### config.mk
export PLATFORM = sky130hd
export DESIGN_NAME = ctrl_decode_unit
export DESIGN_NICKNAME = d
export VERILOG_FILES = /design/src/rtl/ctrl_decode_pkg.sv /design/src/rtl/instr_field_split.sv /design/src/rtl/ctrl_main_decode.sv /design/src/rtl/alu_op_resolve.sv /design/src/rtl/ctrl_decode_unit.sv
export SDC_FILE = /design/constraint.sdc
export NUM_CORES = 1
export LEC_CHECK = 0
export BUFFER_PORTS_ARGS = -buffer_cell sky130_fd_sc_hd__buf_2
export CAP_MARGIN = 5
export CORE_AREA = 2 2 39 41
export DETAILED_ROUTE_END_ITERATION = 6
export DIE_AREA = 0 0 41 43
export MAX_ROUTING_LAYER = met4
export PLACE_DENSITY = 0.63
export SETUP_SLACK_MARGIN = 0.15
export SLEW_MARGIN = 20
export SYNTH_ARGS = -nofsm -noshare
export SYNTH_HDL_FRONTEND = slang
export SYNTH_HIERARCHICAL = 1
export SYNTH_SLANG_ARGS = --single-unit
### constraint.sdc
create_clock -name vclk -period 2.1
set_input_delay 0.105 -clock vclk [all_inputs]
set_output_delay 0.105 -clock vclk [all_outputs]
set_load 0.02 [all_outputs]
### src/rtl/ctrl_decode_pkg.sv
package ctrl_decode_pkg;

    localparam int OPC_W     = 6;
    localparam int FN_W      = 6;
    localparam int ALU_SEL_W = 3;

    localparam logic [OPC_W-1:0] OPC_REG   = 6'd0;
    localparam logic [OPC_W-1:0] OPC_JUMP  = 6'd2;
    localparam logic [OPC_W-1:0] OPC_BEQ   = 6'd4;
    localparam logic [OPC_W-1:0] OPC_LOAD  = 6'd35;
    localparam logic [OPC_W-1:0] OPC_STORE = 6'd43;

    // operation class handed from main decoder to ALU resolver
    typedef enum logic [1:0] {
        CLS_ADD  = 2'b00,
        CLS_SUB  = 2'b01,
        CLS_FUNC = 2'b10
    } alu_cls_e;

    typedef enum logic [ALU_SEL_W-1:0] {
        ALU_AND = 3'b000,
        ALU_OR  = 3'b001,
        ALU_ADD = 3'b010,
        ALU_SUB = 3'b110,
        ALU_SLT = 3'b111
    } alu_sel_e;

    typedef struct packed {
        logic wr_dst_rd;
        logic reg_wr_en;
        logic alu_imm_sel;
        logic mem_rd_en;
        logic mem_wr_en;
        logic wb_from_mem;
        logic br_eq;
        logic jmp;
    } ctrl_s;

    localparam ctrl_s CTRL_NONE = '0;

endpackage

### src/rtl/instr_field_split.sv
module instr_field_split
    import ctrl_decode_pkg::*;
#(
    parameter int INSTR_W = 32,
    localparam int OPC_LSB = INSTR_W - OPC_W
) (
    input  logic [INSTR_W-1:0] instr,
    output logic [OPC_W-1:0]   opcode,
    output logic [FN_W-1:0]    funct
);

    assign opcode = instr[INSTR_W-1:OPC_LSB];
    assign funct  = instr[FN_W-1:0];

    // register numbers and immediates are consumed by the datapath, not here
    logic unused_mid_bits;
    assign unused_mid_bits = ^instr[OPC_LSB-1:FN_W];

endmodule

### src/rtl/ctrl_main_decode.sv
module ctrl_main_decode
    import ctrl_decode_pkg::*;
(
    input  logic [OPC_W-1:0] opcode,
    output ctrl_s            ctrl,
    output alu_cls_e         cls,
    output logic             is_reg_type
);

    always_comb begin
        ctrl        = CTRL_NONE;
        cls         = CLS_ADD;
        is_reg_type = 1'b0;
        unique case (opcode)
            OPC_REG: begin
                ctrl.wr_dst_rd = 1'b1;
                ctrl.reg_wr_en = 1'b1;
                cls            = CLS_FUNC;
                is_reg_type    = 1'b1;
            end
            OPC_LOAD: begin
                ctrl.reg_wr_en   = 1'b1;
                ctrl.alu_imm_sel = 1'b1;
                ctrl.mem_rd_en   = 1'b1;
                ctrl.wb_from_mem = 1'b1;
            end
            OPC_STORE: begin
                ctrl.alu_imm_sel = 1'b1;
                ctrl.mem_wr_en   = 1'b1;
            end
            OPC_BEQ: begin
                ctrl.br_eq = 1'b1;
                cls        = CLS_SUB;
            end
            OPC_JUMP: begin
                ctrl.jmp = 1'b1;
            end
            default: begin
                ctrl = CTRL_NONE;
                cls  = CLS_ADD;
            end
        endcase
    end

    // memory enables exclusive, write-back from memory needs a read
    always_comb begin
        p_mem_excl_r10: assert (!(ctrl.mem_rd_en && ctrl.mem_wr_en))
            else $error("memory read and write both enabled");
        p_wb_needs_rd_r10: assert (!ctrl.wb_from_mem || ctrl.mem_rd_en)
            else $error("write-back from memory without read");
    end

endmodule

### src/rtl/alu_op_resolve.sv
module alu_op_resolve
    import ctrl_decode_pkg::*;
#(
    parameter int FN_KEY_W = 4
) (
    input  alu_cls_e          cls,
    input  logic [FN_W-1:0]   funct,
    output alu_sel_e          sel
);

    logic [FN_KEY_W-1:0] key;
    assign key = funct[FN_KEY_W-1:0];

    logic unused_fn_hi;
    assign unused_fn_hi = ^funct[FN_W-1:FN_KEY_W];

    alu_sel_e fn_sel;

    always_comb begin
        case (key)
            4'b0000: fn_sel = ALU_ADD;
            4'b0010: fn_sel = ALU_SUB;
            4'b0100: fn_sel = ALU_AND;
            4'b0101: fn_sel = ALU_OR;
            4'b1010: fn_sel = ALU_SLT;
            default: fn_sel = ALU_ADD;
        endcase
    end

    // class bit 0 (subtract) takes precedence over bit 1 (function field)
    always_comb begin
        if (cls[0])
            sel = ALU_SUB;
        else if (cls[1])
            sel = fn_sel;
        else
            sel = ALU_ADD;
    end

    always_comb begin
        p_cls_legal_r10: assert (cls != alu_cls_e'(2'b11))
            else $error("illegal operation class");
    end

endmodule

### src/rtl/ctrl_decode_unit.sv
module ctrl_decode_unit
    import ctrl_decode_pkg::*;
#(
    parameter int INSTR_W  = 32,
    parameter int FN_KEY_W = 4
) (
    input  logic [INSTR_W-1:0]   instr_word,
    output logic                 wr_dst_rd,
    output logic                 reg_wr_en,
    output logic                 alu_imm_sel,
    output logic                 mem_rd_en,
    output logic                 mem_wr_en,
    output logic                 wb_from_mem,
    output logic                 br_eq,
    output logic                 jmp,
    output logic [ALU_SEL_W-1:0] alu_sel
);

    logic [OPC_W-1:0] opcode;
    logic [FN_W-1:0]  funct;
    ctrl_s            ctrl;
    alu_cls_e         cls;
    alu_sel_e         sel;
    logic             is_reg_type;

    instr_field_split #(.INSTR_W(INSTR_W)) u_split (
        .instr  (instr_word),
        .opcode (opcode),
        .funct  (funct)
    );

    ctrl_main_decode u_main (
        .opcode      (opcode),
        .ctrl        (ctrl),
        .cls         (cls),
        .is_reg_type (is_reg_type)
    );

    alu_op_resolve #(.FN_KEY_W(FN_KEY_W)) u_alu (
        .cls   (cls),
        .funct (funct),
        .sel   (sel)
    );

    assign wr_dst_rd   = ctrl.wr_dst_rd;
    assign reg_wr_en   = ctrl.reg_wr_en;
    assign alu_imm_sel = ctrl.alu_imm_sel;
    assign mem_rd_en   = ctrl.mem_rd_en;
    assign mem_wr_en   = ctrl.mem_wr_en;
    assign wb_from_mem = ctrl.wb_from_mem;
    assign br_eq       = ctrl.br_eq;
    assign jmp         = ctrl.jmp;
    assign alu_sel     = sel;

    // cross-level rules between main decoder and ALU resolver
    always_comb begin
        p_no_wr_on_store_r10: assert (!(reg_wr_en && mem_wr_en))
            else $error("register write during store");
        p_no_wr_on_flow_r10: assert (!(reg_wr_en && (br_eq || jmp)))
            else $error("register write during branch or jump");
        p_branch_sub_r10: assert (!br_eq || alu_sel == 3'b110)
            else $error("branch without subtract");
        p_rdst_regtype_r1: assert (!wr_dst_rd || is_reg_type)
            else $error("rd destination outside register-type");
    end

endmodule

== Yosys cells after proc, flatten, opt, wreduce, memory -nomap -nowiden ==
Cells that the tools add are included.

* Add/subtract/negate cells: 0
* Multipliers: 0
* Div/mod/pow operators: 0
* Reductions and logical operators: 3
* $lt $le $gt $ge: 0
* Equality and inequality tests: 8
* Bitwise gates (word level): 0
* Shift operators: 0
* Mux-type cells: 11

{| class="wikitable"
|+ Operator list
! kind !! number
|-
| 6-bit == test (second input constant) || 2
|-
| 3-bit one-hot mux with 4 select lines || 1
|-
| 4-bit by 3-bit == test with 1-bit output (second input constant) || 2
|-
| 1-bit two-way mux || 7
|-
| 6-bit by 2-bit == test with 1-bit output (second input constant) || 1
|-
| 6-bit by 3-bit == test with 1-bit output (second input constant) || 1
|-
| 6-bit zero test || 1
|-
| 3-bit two-way mux || 2
|-
| 4-bit by 2-bit == test with 1-bit output (second input constant) || 1
|-
| 4-bit == test (second input constant) || 1
|-
| 2-bit one-hot mux with 2 select lines || 1
|-
| 2-bit OR reduction || 2
|}

* Memories kept: 0
* Logic and storage cells: 22
* Memory bits (writable): 0
* Memory bits (read-only): 0
* Output and inout bits: 11
* Bits in registers: 0
* Latch bits: 0
* Input port bits: 32

== Logic depth before layout (Yosys ltp) ==
Gate-level depths: netlist (run 1).

* Word-level depth: 4
* Depth in mapped cells: 6
* Gate-level depth less buffers: 4

== By module ==
Netlist (run 1), hierarchy kept.

{| class="wikitable"
|+ Modules (own cells, without submodules)
! module !! cells each !! sequential area each (sq um) !! times used !! area an instance (sq um)
|-
| ctrl_main_decode || 17 || 0.0 || 1 || 120.1
|-
| instr_field_split || 12 || 0.0 || 1 || 90.1
|-
| alu_op_resolve || 7 || 0.0 || 1 || 62.6
|}

== Least setup slack after synthesis (run 1) ==
Ideal clock, no wire load.

* Path kind: input-to-output
* From: in instr_word[30]
* To: out alu_sel[0]
* Slack: 0.467 ns
* Arrival time: 1.528 ns
* Stages on the path: 6
* Path through: buf_4 or4_4 nor3_1 buf_4 nor2b_1 a32o_1

* Cells in the longest elaborated chain, start to end: 4
* Elaborated cells between the ends (all ways): 5
* Classes of those cells: eq/ne (1); mux (3); reduce/logical (1)

{| class="wikitable"
|+ RTL lines
! what !! line !! RTL
|-
| from (decl) || ctrl_decode_unit.sv:7 || <nowiki>input logic [INSTR_W-1:0] instr_word,</nowiki>
|-
| 6-bit by 3-bit == test with 1-bit output / 6-bit zero test (equally long branches) || ctrl_main_decode.sv:14 || <nowiki>unique case (opcode)</nowiki>
|-
| 2-bit one-hot mux with 2 select lines (*) || ctrl_main_decode.sv:14 ||
|-
| named net cls[1] || ctrl_decode_unit.sv:22 || <nowiki>alu_cls_e cls;</nowiki>
|-
| 3-bit two-way mux (*) || alu_op_resolve.sv:34 || <nowiki>else if (cls[1])</nowiki>
|-
| 3-bit two-way mux (*) || alu_op_resolve.sv:32 || <nowiki>if (cls[0])</nowiki>
|-
| to (decl) || ctrl_decode_unit.sv:16 || <nowiki>output logic [ALU_SEL_W-1:0] alu_sel</nowiki>
|}

Mark *: on every way through the listed nets, which the timed path passes. The rest lies on a longest branch.

== Worst setup path in the final report (run 1) ==
* From: in instr_word[30]
* To: out alu_sel[0]

* Elaborated cells between the ends (all ways): 5
* Classes of those cells: eq/ne (1); mux (3); reduce/logical (1)

{| class="wikitable"
|+ RTL lines
! what !! line
|-
| 6-bit by 3-bit == test with 1-bit output / 6-bit zero test (equally long branches) || ctrl_main_decode.sv:14
|-
| 2-bit one-hot mux with 2 select lines (*) || ctrl_main_decode.sv:14
|-
| named net cls[0] || ctrl_decode_unit.sv:22
|-
| 3-bit two-way mux (*) || alu_op_resolve.sv:32
|}

Marks and branches as above.

==> impl_metrics.tcl, run 1 <==
set metrics [dict create \
    setup_viol 0 \
    core_box_area_sq_um 1380 \
    worst_hold_slack_ns 0.522 \
    cts_hold_buffers 0 \
    power_density_nw_per_um2 110 \
    initial_core_utilization 0.186 \
    post_route_cells_drive_above_1_share 0.619 \
    floorplan_die_width_um 41 \
    ioPinCount 43 \
    antenna_left 0 \
    inserted_diodes 0 \
    timing_worst_setup_path_type "in2out" \
    drt_first_pass_iters 2 \
    crit_fanout 4 \
    synthesis.nets 66 \
    layout_setup_ws_ns 0.335 \
    drt_iter0_drc 3 \
    antenna_found_initial 0 \
    grt_pass1_wl_um 731 \
    design_area_sq_um 285 \
    detail_route.wl_per_cell_um 8.31 \
    vdd_ir_drop_max_mv 0.0379 \
    post_syn_area_per_cell_sq_um 7.58 \
    post_cts_resize_count 0 \
    total_via_count_in_the_routed_design 258 \
    slew_headroom 0.764 \
    worstHoldStart "instr_word[30]" \
    cell_count_of_the_worst_hold_path 3 \
    cp_data_arrival_time_ns 1.66 \
    worstSetupEndpointType "output port" \
    nets 76 \
    layout.core_utilization 0.206 \
    timing.final.crit_share 0.841 \
    hp-class "in2out" \
    worstHoldEndpoint "reg_wr_en" \
    clockBufferCount 0 \
    grt_overflow 0 \
    grt_use_total 0.0542 \
    routed_wirelength_um 482 \
    place.gp.congestion 0.640 \
    report.power.total_mw 0.0315 \
    p_leak_nw 0.146 \
    n_fill_cell 149 \
    floorplan.die_area_sq_um 1760 \
    final_hold_viol_count 0 \
    area_growth_pct 10.7 \
    route.detailed.drc 0 \
    port_buffers 21 \
    synthCells 34 \
    status "completed" \
    tightestPinTransition_ns 0.351 \
    timing.final.crit_period_ns 1.77 \
    rows 14 \
    detail_route.vias_per_cell 4.45 \
    floorplan.die.height_um 43 \
    final_cells 58 \
    fmax_ghz 0.566 \
    grt_setup_unrepaired "no" \
    setup_tns_ns 0 \
    ys.warnings.count 6 \
    grt_pass1_vias 209 \
    seq_area_sq_um 0 \
    post_place_setup_slack_ns 0.334 \
    critical_path_required_ns 2.00 \
    timing.critical_path.from_type "input pin" \
    maximum_number_of_pins_on_one_net_before_global_route_repair 9 \
    dp.cells 58 \
    placed_cell_area_sq_um 285 \
    cts.repair_timing.setup_buffer_count 0 \
    count_of_sequential_standard_cells 0 \
    synth.cell_area_sq_um 258 \
    cap_viol_max_count 0 \
    drv_slew 0 \
]
per-layer routing:
metal  track usage  wire length (um)  vias up
met4             0                 0        0
met3             0                53        0
met1        0.0696               215      113
met5             -                 0        -
met2        0.0969               213       15
li1              -                 -      130
how the worst max path moves through the flow:
stage / from / to / slack [ns]
global route: instr_word[30] / alu_sel[0] / 0.27
CTS: instr_word[30] / alu_sel[0] / 0.33
global placement: instr_word[30] / alu_sel[0] / 0.33
finish: instr_word[30] / alu_sel[0] / 0.33
detailed placement: instr_word[30] / alu_sel[0] / 0.33
floorplan: instr_word[30] / alu_sel[0] / 0.47
placed cells by master, fill, tap and decap left out, drive strengths merged:
master and n:
or3 1, or4 1, nor3b 5, nor2 2
buf 21, a32o 1, and3 1, a2111oi 1
a21o 1, nor2b 1, nor3 3, nand2 1
nand3 1, nand4b 1, and3b 1
cell type report:
cell class                      count  area (sq um)  share of cell area
Timing Repair Buffer               21           105               0.368
Tap cell                           16          20.0              0.0702
Multi-Input combinational cell     21           160               0.561
worst max-delay path, cell delays in order:
cell and delay (ns):
buf_2 0.12, or4_4 0.54, nor3b_1 0.32, and3b_1 0.22, a32o_1 0.20, buf_2 0.15
power by group:
group	switching (mW)	internal [mW]
combinational	0.0174	0.0141
clock	0	0
sequential	0	0
(Power assumes the default switching activity.)
==> run 2: changes to the inputs <==
--- a/config.mk
+++ b/config.mk
@@ -5,13 +5,14 @@
 export SDC_FILE = /design/constraint.sdc
 export NUM_CORES = 1
 export LEC_CHECK = 0
+export ABC_AREA = 1
 export BUFFER_PORTS_ARGS = -buffer_cell sky130_fd_sc_hd__buf_2
 export CAP_MARGIN = 5
 export CORE_AREA = 2 2 39 41
 export DETAILED_ROUTE_END_ITERATION = 6
 export DIE_AREA = 0 0 41 43
 export MAX_ROUTING_LAYER = met4
-export PLACE_DENSITY = 0.63
+export PLACE_DENSITY = 0.66
 export SETUP_SLACK_MARGIN = 0.15
 export SLEW_MARGIN = 20
 export SYNTH_ARGS = -nofsm -noshare
==> constraint.sdc (replaced) <==
create_clock -name vclk -period 1.5
set_input_delay 0.075 -clock vclk [all_inputs]
set_output_delay 0.075 -clock vclk [all_outputs]
set_load 0.02 [all_outputs]
==> run 2 against run 1 <==
  * Sequential share of layout area stayed put
  * Area after synthesis increased by 1.9%
  * Total power is 37% higher
  * Largest cell class unchanged
==> impl_metrics.tcl, run 2 <==
set metrics [dict create \
    core_box_area_sq_um 1380 \
    dp.cells 77 \
    share_seq_of_total_power 0 \
    clock_network_fraction_of_design_power 0 \
    grt_pass1_vias 201 \
    grt_pass1_wl_um 759 \
    detail_route.wl_per_cell_um 6.69 \
    final_cells 77 \
    drt_first_pass_iters 2 \
    floorplan.die_area_sq_um 1760 \
    seq_area_sq_um 0 \
    layout.cells.most_common "buf_2" \
    grt_setup_unrepaired "no" \
    post_route_cells_drive_above_1_share 0.393 \
    synth.cell_area_sq_um 263 \
    cp_top_family "simple AND/OR/NAND/NOR gates" \
    timing_worst_setup_path_type "in2out" \
    routed_wirelength_um 515 \
    p_leak_nw 0.219 \
    drt_iter0_drc 2 \
    hp-class "in2out" \
    path_buf_inv 4 \
    timing.final.crit_period_ns 1.08 \
    detail_route.vias_per_cell 3.51 \
    port_buffers 21 \
    synthesis.nets 85 \
    clockBufferCount 0 \
    cts.repair_timing.setup_buffer_count 0 \
    count_of_sequential_standard_cells 0 \
    total_via_count_in_the_routed_design 270 \
    nets 95 \
    timing.final.crit_share 0.718 \
    maximum_number_of_pins_on_one_net_before_global_route_repair 4 \
    power.net_switching_mw 0.0251 \
    inserted_diodes 0 \
    cell_count_of_the_worst_hold_path 3 \
    drv_slew 0 \
    antenna_found_initial 0 \
    ioPinCount 43 \
    power_density_nw_per_um2 149 \
    initial_core_utilization 0.190 \
    layout_setup_ws_ns 0.424 \
    cap_viol_max_count 0 \
    commonest_cells_after_routing_fill_and_taps_aside "21 x buf_2, 14 x nand2_1, 10 x nor2_1, 9 x inv_1, 3 x nand3_1" \
    critical-path-max-stage-delay_ns 0.17 \
    post_place_setup_slack_ns 0.414 \
    slew_headroom 0.876 \
    setup_viol 0 \
    fmax_ghz 0.929 \
    critical_path_required_ns 1.42 \
    crit_slowest_cell "nor2_1" \
    setup_tns_ns 0 \
    final_hold_viol_count 0 \
    n_fill_cell 171 \
    timing.critical_path.from_type "input pin" \
    worst_hold_slack_ns 0.430 \
    proportion_of_power_drawn_by_combinational_gates 1.000 \
    status "completed" \
    rows 14 \
    synthCells 53 \
    dp_hpwl_um 481 \
    tightestPinTransition_ns 0.185 \
    floorplan.die.height_um 43 \
    area_growth_pct 10.5 \
    ys.warnings.count 6 \
    worstSetupEndpointType "output port" \
    crit_fanout 3 \
    critical_path.cell_chain "buf_2, nor2_1, nand3_1, inv_1, nand2_1, inv_1, nand3_1, nand2_1, buf_2" \
    intPower_mw 0.0181 \
    post_cts_resize_count 0 \
    multiInputGateArea_sq_um 128 \
    report.power.total_mw 0.0432 \
    cts_hold_buffers 0 \
    vdd_ir_drop_max_mv 0.0494 \
    cp_data_arrival_time_ns 1.00 \
    floorplan_die_width_um 41 \
    critical_path_cell_count 9 \
    grt_use_total 0.0573 \
    p_sw_frac 0.581 \
    antenna_left 0 \
    route.detailed.drc 0 \
    place.gp.congestion 0.699 \
    post_syn_area_per_cell_sq_um 4.96 \
    grt_overflow 0 \
]
-- run 2: metal layers --
layer | GRT usage | vias up | wire, um
met4 | 0 | 0 | 0
met1 | 0.0759 | 98 | 245
met2 | 0.100 | 15 | 214
met5 | - | - | 0
li1 | - | 157 | -
met3 | 0 | 0 | 55
-- run 2: worst paths after layout --
kind / slack (ns) / start / endpoint
worst max-delay path: 0.42 / instr_word[29] / alu_sel[0]
worst min-delay path: 0.43 / instr_word[28] / alu_imm_sel
-- run 2: per-stage QoR --
step           utilization  area (sq um)
3_5_place_dp         0.210           290
5_1_grt              0.210           290
6_report             0.210           290
4_1_cts              0.210           290
2_1_floorplan            -           263
3_3_place_gp         0.210           290
-- run 2: power groups by stage --
stage	clock network [mW]	registers, mW	logic, mW
2_1_floorplan	0	0	0.0450
3_3_place_gp	0	0	0.0422
3_5_place_dp	0	0	0.0434
4_1_cts	0	0	0.0436
5_1_grt	0	0	0.0486
6_report	0	0	0.0432
-- run 2: final cells by class --
| type | instances | share of cell area |
|---|---|---|
| multi-input combinational | 30 | 0.440 |
| timing repair buffer | 21 | 0.362 |
| inverter | 10 | 0.129 |
| tap | 16 | 0.0690 |
